[src/rtl/wb_pkg.sv]
`timescale 1ns/1ps
package wb_pkg;
  localparam logic [2:0] OP_LOAD_WIPER = 3'b010;
  localparam logic [2:0] OP_SAVE_WIPER = 3'b011;
  localparam logic [2:0] OP_RD_WIPER   = 3'b100;
  localparam logic [2:0] OP_WR_WIPER   = 3'b101;
  localparam logic [2:0] OP_RD_PRESET  = 3'b110;
  localparam logic [2:0] OP_WR_PRESET  = 3'b111;
endpackage

[src/rtl/wb_nv_timer.sv]
`timescale 1ns/1ps
module wb_nv_timer #(
  parameter int CYCLES = 250000
) (
  input  logic clk,
  input  logic rst,
  input  logic start,
  output logic busy
);
  localparam int CNTW = $clog2(CYCLES + 1);
  logic [CNTW-1:0] cnt_q;

  always_ff @(posedge clk) begin
    if (rst) begin
      cnt_q <= '0;
      busy  <= 1'b0;
    end else if (start) begin
      cnt_q <= CNTW'(CYCLES);
      busy  <= 1'b1;
    end else if (cnt_q > CNTW'(1)) begin
      cnt_q <= cnt_q - 1'b1;
    end else begin
      cnt_q <= '0;
      busy  <= 1'b0;
    end
  end


  start_busy_chk: assert property (@(posedge clk) disable iff (rst)
    start |=> busy);

  hold_busy_chk: assert property (@(posedge clk) disable iff (rst)
    (busy && cnt_q > CNTW'(1)) |=> busy);

  no_restart_chk: assert property (@(posedge clk) disable iff (rst)
    busy |-> !start);
endmodule

[src/rtl/wb_tap_decoder.sv]
`timescale 1ns/1ps
module wb_tap_decoder #(
  parameter int CW = 10
) (
  input  logic                clk,
  input  logic                rst,
  input  logic [CW-1:0]       code,
  output logic [(1<<CW)-1:0]  tap_sel
);
  localparam int NT = 1 << CW;

  for (genvar i = 0; i < NT; i++) begin : g_tap
    always_ff @(posedge clk) begin
      if (rst) tap_sel[i] <= (i == 0);
      else     tap_sel[i] <= (code == CW'(i));
    end
  end


  one_tap_chk: assert property (@(posedge clk) disable iff (rst)
    $countones(tap_sel) == 1);

  tap_follow_chk: assert property (@(posedge clk) disable iff (rst)
    1'b1 |=> tap_sel[$past(code)]);

  low_end_chk: assert property (@(posedge clk) disable iff (rst)
    (code == '0) |=> tap_sel[0]);

  high_end_chk: assert property (@(posedge clk) disable iff (rst)
    (code == '1) |=> tap_sel[NT-1]);
endmodule

[src/rtl/wb_regfile.sv]
`timescale 1ns/1ps
module wb_regfile
  import wb_pkg::*;
#(
  parameter int          CW       = 10,
  parameter int          NDR      = 4,
  parameter logic [CW-1:0] INIT_DR0 = '0
) (
  input  logic                   clk,
  input  logic                   rst,
  input  logic                   cmd_valid,
  input  logic [2:0]             cmd_op,
  input  logic [$clog2(NDR)-1:0] cmd_sel,
  input  logic [CW-1:0]          cmd_data,
  input  logic                   wp_n,
  input  logic                   busy,
  output logic [CW-1:0]          wcr_q,
  output logic                   rd_valid,
  output logic [CW-1:0]          rd_data,
  output logic                   nv_start
);
  logic [CW-1:0] dr_q [NDR];
  logic          accept;
  logic          dr_req;
  logic [CW-1:0] dr_wdata;
  logic [CW-1:0] dr_rdata;

  initial begin
    for (int i = 0; i < NDR; i++) dr_q[i] = (i == 0) ? INIT_DR0 : '0;
  end

  always_comb begin
    accept   = cmd_valid && !busy;
    dr_req   = accept && (cmd_op == OP_WR_PRESET || cmd_op == OP_SAVE_WIPER);
    nv_start = dr_req && wp_n;
    dr_wdata = (cmd_op == OP_WR_PRESET) ? cmd_data : wcr_q;
    dr_rdata = dr_q[cmd_sel];
  end

  // Preset storage: not reset, so it survives reset like nonvolatile cells.
  always @(posedge clk) begin
    if (nv_start) dr_q[cmd_sel] <= dr_wdata;
  end

  always_ff @(posedge clk) begin
    if (rst) begin
      wcr_q    <= dr_q[0];
      rd_valid <= 1'b0;
      rd_data  <= '0;
    end else begin
      rd_valid <= 1'b0;
      if (accept) begin
        case (cmd_op)
          OP_RD_WIPER:   begin rd_data <= wcr_q;    rd_valid <= 1'b1; end
          OP_RD_PRESET:  begin rd_data <= dr_rdata; rd_valid <= 1'b1; end
          OP_WR_WIPER:   wcr_q <= cmd_data;
          OP_LOAD_WIPER: wcr_q <= dr_rdata;
          default: ;
        endcase
      end
    end
  end


  busy_drop_chk: assert property (@(posedge clk) disable iff (rst)
    (busy && cmd_valid) |=> (!rd_valid && $stable(wcr_q)));
endmodule

[src/rtl/wiper_bank.sv]
`timescale 1ns/1ps
module wiper_bank
  import wb_pkg::*;
#(
  parameter int            CODE_W          = 10,
  parameter int            NUM_DR          = 4,
  parameter int            NV_WRITE_CYCLES = 250000,
  parameter logic [CODE_W-1:0] DR0_INIT    = 10'h200
) (
  input  logic                      clk,
  input  logic                      rst,
  input  logic                      cmd_valid,
  input  logic [2:0]                cmd_op,
  input  logic [$clog2(NUM_DR)-1:0] cmd_sel,
  input  logic [CODE_W-1:0]         cmd_data,
  input  logic                      wp_n,
  output logic                      busy,
  output logic                      rd_valid,
  output logic [CODE_W-1:0]         rd_data,
  output logic [CODE_W-1:0]         wiper_code,
  output logic [(1<<CODE_W)-1:0]    tap_sel
);
  logic nv_start;

  wb_regfile #(.CW(CODE_W), .NDR(NUM_DR), .INIT_DR0(DR0_INIT)) regs_i (
    .clk(clk), .rst(rst), .cmd_valid(cmd_valid), .cmd_op(cmd_op),
    .cmd_sel(cmd_sel), .cmd_data(cmd_data), .wp_n(wp_n), .busy(busy),
    .wcr_q(wiper_code), .rd_valid(rd_valid), .rd_data(rd_data),
    .nv_start(nv_start)
  );

  wb_nv_timer #(.CYCLES(NV_WRITE_CYCLES)) timer_i (
    .clk(clk), .rst(rst), .start(nv_start), .busy(busy)
  );

  wb_tap_decoder #(.CW(CODE_W)) dec_i (
    .clk(clk), .rst(rst), .code(wiper_code), .tap_sel(tap_sel)
  );


  wiper_write_chk: assert property (@(posedge clk) disable iff (rst)
    (cmd_valid && !busy && cmd_op == OP_WR_WIPER) |=> wiper_code == $past(cmd_data));

  protect_chk: assert property (@(posedge clk) disable iff (rst)
    (cmd_valid && !busy && !wp_n &&
     (cmd_op == OP_WR_PRESET || cmd_op == OP_SAVE_WIPER)) |=> !busy);

  unused_op_chk: assert property (@(posedge clk) disable iff (rst)
    (cmd_valid && (cmd_op == 3'b000 || cmd_op == 3'b001))
      |=> ($stable(wiper_code) && !rd_valid));
endmodule

[config.mk]
export PLATFORM = sky130hd
export DESIGN_NAME = wiper_bank
export DESIGN_NICKNAME = d
export VERILOG_FILES = /design/src/rtl/wb_pkg.sv /design/src/rtl/wb_nv_timer.sv /design/src/rtl/wb_tap_decoder.sv /design/src/rtl/wb_regfile.sv /design/src/rtl/wiper_bank.sv
export SDC_FILE = /design/constraint.sdc
export NUM_CORES = 1
export LEC_CHECK = 0
export CAP_MARGIN = 5
export CORE_AREA = 3 3 414 416
export CTS_CLUSTER_DIAMETER = 80
export CTS_CLUSTER_SIZE = 28
export DETAILED_ROUTE_END_ITERATION = 7
export DIE_AREA = 0 0 417 419
export HOLD_SLACK_MARGIN = 0.03
export PLACE_DENSITY = 0.42
export SLEW_MARGIN = 10
export SYNTH_ARGS = -nofsm -noshare
export SYNTH_HDL_FRONTEND = slang
export SYNTH_SLANG_ARGS = --single-unit
[constraint.sdc]
create_clock -name clk -period 7.5 [get_ports clk]
set_input_delay 1.5 -clock clk [delete_from_list [all_inputs] [get_ports clk]]
set_output_delay 1.5 -clock clk [all_outputs]
set_load 0.1 [all_outputs]
==> results of run 1 <==
==> cells by family (layout without fill, tap and decap cells) <==
| kind of cell | count (synthesis) | after routing | synth area share |
|---|---|---|---|
| AO/OA/AOI/OAI | 50 | 50 | 0.0109 |
| XOR/XNOR | 10 | 10 | 0.00296 |
| adder cells (fa/ha/maj) | 2 | 2 | 0.000845 |
| buffers and inverters | 173 | 1252 | 0.0223 |
| flip-flops | 1104 | 1104 | 0.764 |
| multiplexers | 30 | 30 | 0.0148 |
| other | 0 | 2 | 0 |
| AND/OR/NAND/NOR | 1411 | 1411 | 0.184 |
==> synth_stat cells (all sizes together), types with 6 or more instances <==
library cell / n / area share
mux4: 10 / 0.0076
mux2: 10 / 0.0038
dfxtp: 1054 / 0.71
nor2: 1062 / 0.13
edfxtp: 50 / 0.051
o21ai: 15 / 0.0025
nand2: 287 / 0.036
nor3: 20 / 0.0034
clkbuf: 152 / 0.019
mux2i: 10 / 0.0034
nor4: 6 / 0.0015
o221ai: 10 / 0.0030
a21oi: 14 / 0.0024
nand2b: 9 / 0.0019
buf: 17 / 0.0025
==> through the flow <==
step | util | total power (uW) | hold WS, ps | area, um^2 | worst slack (ps)
after global routing | 0.275 | 12000 | 480 | 46000 | 3170
after global placement | 0.256 | 6810 | 443 | 42900 | 3260
after CTS | 0.275 | 11800 | 460 | 46000 | 3160
after detailed placement | 0.256 | 6810 | 447 | 43000 | 3190
final | 0.275 | 11600 | 458 | 46000 | 3270
after floorplan | - | 6550 | 436 | 29600 | 3980
==> final timing paths <==
check                       endpoint  slack (ps)  depth (start not counted)
setup / recovery       wiper_code[4]        3270                          1
hold / removal     regs_i.rd_data[8]         460                          2
setup reg to reg  dec_i.tap_sel[412]        4290                          5
hold reg to reg    regs_i.rd_data[8]         460                          2
==> power by group through the flow <==
stage	clock network (uW)	logic [uW]	registers [uW]
after floorplan	0	342	6210
after global placement	0	663	6140
after detailed placement	0	665	6140
after CTS	5110	667	6010
after global routing	5310	709	6020
final	4940	652	6010
==> registers in the layout, indices dropped and copies added, names as in the netlist <==
signal	count
dec_i.tap_sel	1024
regs_i.dr_q	40
regs_i.rd_data	10
regs_i.rd_valid	1
regs_i.wcr_q	10
timer_i.busy	1
timer_i.cnt_q	18
==> layout make-up <==
| cell class | instances | share of cell area |
|---|---|---|
| Clock buffer | 81 | 0.0424 |
| Multi-Input combinational cell | 1503 | 0.142 |
| Timing Repair Buffer | 1108 | 0.240 |
| Sequential cell | 1104 | 0.491 |
| Tap cell | 2204 | 0.0599 |
| Inverter | 4 | 0.000326 |
| Antenna cell | 2 | 0.000109 |
| Clock inverter | 59 | 0.0240 |
==> layer usage <==
layer | GRT usage | wire length [um] | up-vias
met3 | 0.0556 | 12100 | 195
li1 | - | - | 10600
met5 | 0 | 8 | -
met4 | 0.0642 | 5930 | 2
met2 | 0.296 | 77300 | 825
met1 | 0.203 | 63200 | 11300
==> impl_metrics.json, run 1 <==
{
  "die_h_um": 419,
  "arrival_ps": 2730,
  "power_frac_clock": 0.426,
  "drt-pass1-iter-count": 5,
  "slew_violations": 0,
  "synth_seq_cells": 1104,
  "worstHoldStart": "regs_i.rd_data[8]",
  "hold_buffers": 0,
  "drt_iter0_markers": 1396,
  "cts_root_buf": "clkbuf_16",
  "final_cell_mix": "dfxtp_1, nor2_1, clkdlybuf4s50_1",
  "worst_skew_pair.late_latency_ps": 730,
  "nFillCells": 17800,
  "cts_tree": "built",
  "grt_pass1_vias": 22400,
  "drtAntennaViolNets": 0,
  "synth_area_um2": 29600,
  "yosysWarnings": 0,
  "row_count": 150,
  "synth_flop_cell": "dfxtp_1",
  "min_period_over_period": 0.564,
  "port_buffers": 1064,
  "finalHoldViolCount": 0,
  "swShare": 0.278,
  "end_kind": "output pin",
  "seq_area_frac_synth": 0.764,
  "path_delay_family": "buffers and inverters",
  "final_nets": 3818,
  "p_comb_frac": 0.056,
  "dr_total_vias": 23000,
  "grt_pass1_wl_um": 206000,
  "max_freq_mhz": 236,
  "num_io_pins": 1065,
  "yosysUniqueCellTypes": 40,
  "power_density_nw_per_um2": 252,
  "core-area_um2": 168000,
  "initial_core_util": 0.177,
  "die_w_um": 417,
  "layout_commonest_cell": "dfxtp_1",
  "cp-start-kind": "flop",
  "cts_buffers": 76,
  "switchingPower_uw": 3230,
  "cp-startpoint": "regs_i.wcr_q[4]",
  "viasPerCell": 3.79,
  "path_buf_inv": 1,
  "critical_path.max_fanout": 10,
  "gr-total-overflow": 0,
  "relSlewSlack": 0.153,
  "seqCellArea_um2": 22600,
  "synth_nets": 2801,
  "worstPathRequired_ps": 6000,
  "synth_edf_count": 50,
  "crit_chain": "clkdlybuf4s50_1",
  "p_leak_uw": 0.0156,
  "routed_wl_um": 159000,
  "synth_area_per_cell_um2": 10.6,
  "cts_htree_levels": 3,
  "cts_sinks": 1104,
  "fin_tns_setup_ps": 0,
  "hpwlAfterDp_um": 116000,
  "grt_max_degree": 149,
  "cts_resized": 0,
  "slowest_stage": "clkdlybuf4s50_1",
  "finalCriticalPeriod_ps": 4230,
  "drive_above_1_share": 0.0676,
  "hp-class": "flop to flop",
  "clkTransAtPathRegs_ps": 100,
  "final-setup-viol-count": 0,
  "placedCellCount": 5923,
  "fin_cells": 6065,
  "seq_power_share": 0.518,
  "track_usage": 0.174,
  "synth_cells": 2780,
  "internal-power_uw": 8370,
  "rsz0062_at_grt": "false",
  "post-cts-setup-buffer-count": 0,
  "drc": 0,
  "final.setup_skew_ps": 52.6,
  "dieArea_um2": 175000,
  "avgRoutedWirePerCell_um": 26.1,
  "max-vdd-ir-drop_mv": 0.160,
  "clock_path_buffers": 3,
  "critical_path_class": "flop to output pin",
  "async_reset_ff_frac": 0,
  "synthToLayoutAreaGrowth_pct": 55.5,
  "worst_pin_slew_ps": 1270,
  "r2r-start": "regs_i.wcr_q[3]",
  "cp_slowest_stage_delay_ps": 1270,
  "multiInputGateArea_um2": 6540,
  "antenna_found_initial": 12,
  "outcome": "finished clean",
  "maxCapViolations": 0,
  "gp_congestion": 0.825
}
No activity file was read; power rests on OpenSTA's default activity.
==> run 2, diff against run 1 <==
clock period = 4 ns   (was 7.5 ns; I/O delays follow)
==> run 2 against run 1 <==
Combinational power is 95% higher; sequential share of layout area down 0.52 points; critical endpoint is now wiper_code[8]; wire length grew 1.8%; critical path depth unchanged; flip-flop and latch count unchanged; die area unchanged; clock power increased by 88%; global-route usage grew 0.36 points.
==> impl_metrics.json, run 2 (synthesis gave the netlist of run 1 again) <==
{
  "cts_htree_levels": 3,
  "layout_commonest_cell": "dfxtp_1",
  "gr-total-overflow": 0,
  "maxCapViolations": 0,
  "drt-pass1-iter-count": 5,
  "reg_top3": "dec_i.tap_sel: 1024 flops, regs_i.dr_q: 40 flops, timer_i.cnt_q: 18 flops",
  "fin_util": 0.277,
  "cp-start-kind": "flop",
  "avgRoutedWirePerCell_um": 26.3,
  "track_usage": 0.177,
  "path_delay_family": "buffers and inverters",
  "synthToLayoutAreaGrowth_pct": 57.1,
  "final-setup-viol-count": 0,
  "drt_iter0_markers": 1500,
  "fin_tns_setup_ps": 0,
  "post-route-cell-area_um2": 46500,
  "cts_tree": "built",
  "initial_core_util": 0.177,
  "hp-class": "flop to flop",
  "cts_root_buf": "clkbuf_16",
  "max_freq_mhz": 296,
  "dr_total_vias": 23100,
  "nFillCells": 17800,
  "grt_pass1_vias": 23200,
  "fin_cells": 6128,
  "arrival_ps": 2580,
  "final_cell_mix": "dfxtp_1, nor2_1, clkdlybuf4s50_1",
  "hpwlAfterDp_um": 123000,
  "drtAntennaViolNets": 0,
  "rsz0062_at_grt": "false",
  "slowest_stage": "clkdlybuf4s50_1",
  "outcome": "finished clean",
  "hold_buffers": 0,
  "slew_violations": 0,
  "antenna_found_initial": 13,
  "largest-register": "dec_i.tap_sel",
  "num_io_pins": 1065,
  "final.setup_skew_ps": 61.2,
  "reg2regPathDepth": 4,
  "critical_path_class": "flop to output pin",
  "p_leak_uw": 0.0160,
  "drc": 0,
  "max-vdd-ir-drop_mv": 0.327,
  "worst_skew_pair.late_latency_ps": 730,
  "grt_pass1_wl_um": 213000,
  "clkTransAtPathRegs_ps": 90,
  "cts_buffers": 78,
  "cts_sinks": 1104,
  "worst_pin_slew_ps": 1240,
  "dieArea_um2": 175000,
  "end_kind": "output pin",
  "holdPathStages": 2,
  "die_h_um": 419,
  "worstPathRequired_ps": 3200,
  "crit_chain": "clkdlybuf4s50_1",
  "post-cts-setup-buffer-count": 0,
  "finalHoldViolCount": 0,
  "drive_above_1_share": 0.0875,
  "path_buf_inv": 1,
  "cts_resized": 0,
  "min_period_over_period": 0.845,
  "gp_congestion": 0.866,
  "die_w_um": 417,
  "critical_path.max_fanout": 8,
  "largest_reg_flops": 1024,
  "crit_cells": 1,
  "port_buffers": 1064,
  "row_count": 150,
  "placed_cell_area_um2": 43500,
  "placedCellCount": 5981,
  "relSlewSlack": 0.168,
  "core-area_um2": 168000,
  "routed_wl_um": 161000,
  "grt_max_degree": 83,
  "final_nets": 3878,
  "clock_path_buffers": 3,
  "power_density_nw_per_um2": 469,
  "viasPerCell": 3.77,
  "finalCriticalPeriod_ps": 3380,
  "cp_slowest_stage_delay_ps": 1260
}
==> run 2: cell types whose count changed in the layout (fill, tap and decap cells not counted), sizes merged <==
| cell | previous run | this run |
|---|---|---|
| buf | 64 | 142 |
| clkdlybuf4s50 | 1044 | 1024 |
| clkinv | 32 | 23 |
| inv | 27 | 34 |
| clkinvlp | 1 | 5 |
| bufinv | 3 | 4 |
| clkbuf | 81 | 82 |
| diode | 2 | 3 |
==> run 2: where the power goes <==
part | total [uW] | internal, uW | switching (uW)
Clock | 9290 | 4340 | 4950
Combinational | 1270 | 357 | 913
Sequential | 11300 | 11200 | 110
Total | 21800 | 15900 | 5970
==> run 2: worst min-delay path, delay by kind of cell (launching register included) <==
| kind | cells | cell delay [ps] |
|---|---|---|
| flip-flops | 1 | 320 |
| AND/OR/NAND/NOR | 1 | 50 |
| AO/OA/AOI/OAI | 1 | 50 |
==> run 2: final timing paths <==
check,startpoint,to,slack [ps]
worst max register to register,regs_i.wcr_q[1],dec_i.tap_sel[927],1200
worst min register to register,regs_i.rd_data[5],regs_i.rd_data[5],460
worst max-delay path,regs_i.wcr_q[8],wiper_code[8],620
worst min-delay path,regs_i.rd_data[5],regs_i.rd_data[5],460
==> run 2: per-stage QoR <==
step | worst slack (ps) | power [uW] | hold slack (ps)
detailed placement | 831 | 12800 | 449
finish | 619 | 21800 | 464
global route | 542 | 22600 | 479
global placement | 844 | 12800 | 443
floorplan | 1180 | 12300 | 436
CTS | 533 | 22200 | 462
==> run 2: area by class of cell <==
class                           count  area, um^2  area share
Sequential cell                  1104       22600       0.486
Timing Repair Buffer             1166       11600       0.249
Multi-Input combinational cell   1503        6520       0.140
Tap cell                         2204        2760      0.0593
Clock buffer                       82        2010      0.0432
Clock inverter                     62        1000      0.0216
Inverter                            4        15.0    0.000323
Antenna cell                        3        7.51    0.000161
==> run 2: routing by layer <==
metal / global-route usage / wire length, um / vias up
li1: - / - / 10700
met1: 0.210 / 64900 / 11400
met2: 0.314 / 81300 / 789
met3: 0.0486 / 11000 / 163
met4: 0.0484 / 4340 / 2
met5: 0 / 13 / -
==> run 3, diff against run 2 <==
PLACE_DENSITY = 0.44   (was 0.42)
clock period = 2.9 ns   (was 4 ns; I/O delays follow)
==> run 3 against run 2 <==
Sequential power rose by 37%; hold slack got worse by 5.0 ps; core utilization fell by 1.4 points; critical path depth rose by 4; cell count rose by 0.51%; largest cell class unchanged.
==> impl_metrics.json, run 3 (synthesis gave the netlist of run 1 again) <==
{
  "largest-register": "dec_i.tap_sel",
  "cp-start-kind": "flop",
  "synthToLayoutAreaGrowth_pct": 49.4,
  "layout_commonest_cell": "buf_4",
  "final-setup-viol-count": 0,
  "outcome": "finished clean",
  "worstHoldStart": "regs_i.rd_data[4]",
  "finalHoldViolCount": 0,
  "viasPerCell": 3.82,
  "clock_path_buffers": 3,
  "clkTransAtPathRegs_ps": 100,
  "hold_buffers": 0,
  "worst_pin_slew_ps": 857,
  "ff2ff_setup_slack_ps": 210,
  "slew_violations": 0,
  "die_w_um": 417,
  "holdPathStages": 2,
  "track_usage": 0.177,
  "final_nets": 3915,
  "drt-pass1-iter-count": 5,
  "avgRoutedWirePerCell_um": 26.3,
  "r2r-start": "regs_i.wcr_q[2]",
  "num_io_pins": 1065,
  "grt_max_degree": 62,
  "reg2regPathDepth": 5,
  "dr_total_vias": 23500,
  "core-area_um2": 168000,
  "cts_buffers": 71,
  "r2r-end": "dec_i.tap_sel[933]",
  "max-vdd-ir-drop_mv": 0.568,
  "hp-class": "flop to flop",
  "rsz0062_at_grt": "false",
  "fin_tns_setup_ps": 0,
  "cts_sinks": 1104,
  "finalCriticalPeriod_ps": 2690,
  "grt_pass1_wl_um": 211000,
  "post-cts-setup-buffer-count": 0,
  "nFillCells": 18000,
  "whs_endpoint": "regs_i.rd_data[4]",
  "largest_reg_flops": 1024,
  "cts_tree": "built",
  "initial_core_util": 0.177,
  "dieArea_um2": 175000,
  "critical_path_class": "flop to flop",
  "drt_iter0_markers": 1660,
  "port_buffers": 1064,
  "cts_root_buf": "clkbuf_16",
  "end_kind": "flop",
  "row_count": 150,
  "reg_top3": "dec_i.tap_sel: 1024 flops, regs_i.dr_q: 40 flops, timer_i.cnt_q: 18 flops",
  "routed_wl_um": 162000,
  "gp_congestion": 0.845,
  "gr-total-overflow": 0,
  "hpwlAfterDp_um": 125000,
  "cts_htree_levels": 3,
  "critical_path.max_fanout": 15,
  "antenna_found_initial": 18,
  "drive_above_1_share": 0.349,
  "worst_skew_pair.late_latency_ps": 710,
  "drtAntennaViolNets": 0,
  "drc": 0,
  "die_h_um": 419,
  "maxCapViolations": 0,
  "arrival_ps": 3190,
  "power_density_nw_per_um2": 659,
  "p_leak_uw": 0.0182,
  "relSlewSlack": 0.423,
  "cts_resized": 0,
  "min_period_over_period": 0.929,
  "final_cell_mix": "buf_4, dfxtp_1, nor2_1",
  "worstPathRequired_ps": 3400,
  "grt_pass1_vias": 23200,
  "finalPower_uw": 29100,
  "max_freq_mhz": 371,
  "final.setup_skew_ps": 41.2
}
-- run 3: cell count changes in the layout (fill, tap and decap cells not counted), sizes merged --
cell / before / now
buf: 142 / 1192
bufinv: 4 / 0
clkbuf: 82 / 75
clkdlybuf4s50: 1024 / 18
clkinv: 23 / 29
clkinvlp: 5 / 4
diode: 3 / 7
inv: 34 / 23
-- run 3: worst max-delay path, stage by stage (launching register included) --
cell and delay [ps]:
edfxtp_1 730, nand2b_1 360, nor2_4 270, buf_12 250, nand2_1 270, nor2_1 590
-- run 3: where the power goes --
group	leakage, uW	switching (uW)	internal [uW]
combinational	0.00795	1320	566
clock	0.00126	6540	5190
sequential	0.00895	134	15400
total	0.0182	7990	21100
-- run 3: layer usage --
| metal | part of all wire | GRT usage |
|---|---|---|
| met4 | 0.030 | 0.0480 |
| met1 | 0.41 | 0.211 |
| met5 | 0 | 0 |
| met3 | 0.066 | 0.0464 |
| met2 | 0.50 | 0.311 |
-- run 3: cell type report --
type                            instances  area, um^2  area share
Inverter                                4        15.0    0.000340
Timing Repair Buffer                 1210        9620       0.218
Clock buffer                           75        1850      0.0419
Multi-Input combinational cell       1503        6520       0.148
Clock inverter                         52         818      0.0185
Sequential cell                      1104       22600       0.511
Antenna cell                            7        17.5    0.000396
Tap cell                             2204        2760      0.0624
-- run 3: how the worst max path moves through the flow --
stage	start	to	slack [ps]
final	regs_i.wcr_q[2]	dec_i.tap_sel[933]	210
after global routing	regs_i.wcr_q[2]	dec_i.tap_sel[933]	150
after CTS	regs_i.wcr_q[2]	dec_i.tap_sel[933]	240
after detailed placement	regs_i.wcr_q[2]	dec_i.tap_sel[933]	280
after global placement	regs_i.wcr_q[2]	dec_i.tap_sel[933]	280
after floorplan	timer_i.busy	regs_i.dr_q[2][0]	180
-- run 3: metrics by stage --
| step | cell area [um^2] | worst slack [ps] | std cells | utilization | hold slack, ps |
|---|---|---|---|---|---|
| finish | 44200 | 206 | 6159 | 0.264 | 458 |
| global route | 44200 | 147 | 6155 | 0.264 | 481 |
| CTS | 44200 | 243 | 6152 | 0.264 | 460 |
| detailed placement | 41500 | 277 | 6025 | 0.248 | 448 |
| global placement | 41500 | 284 | 6025 | 0.248 | 448 |
| floorplan | 29600 | 183 | 2780 | - | 436 |
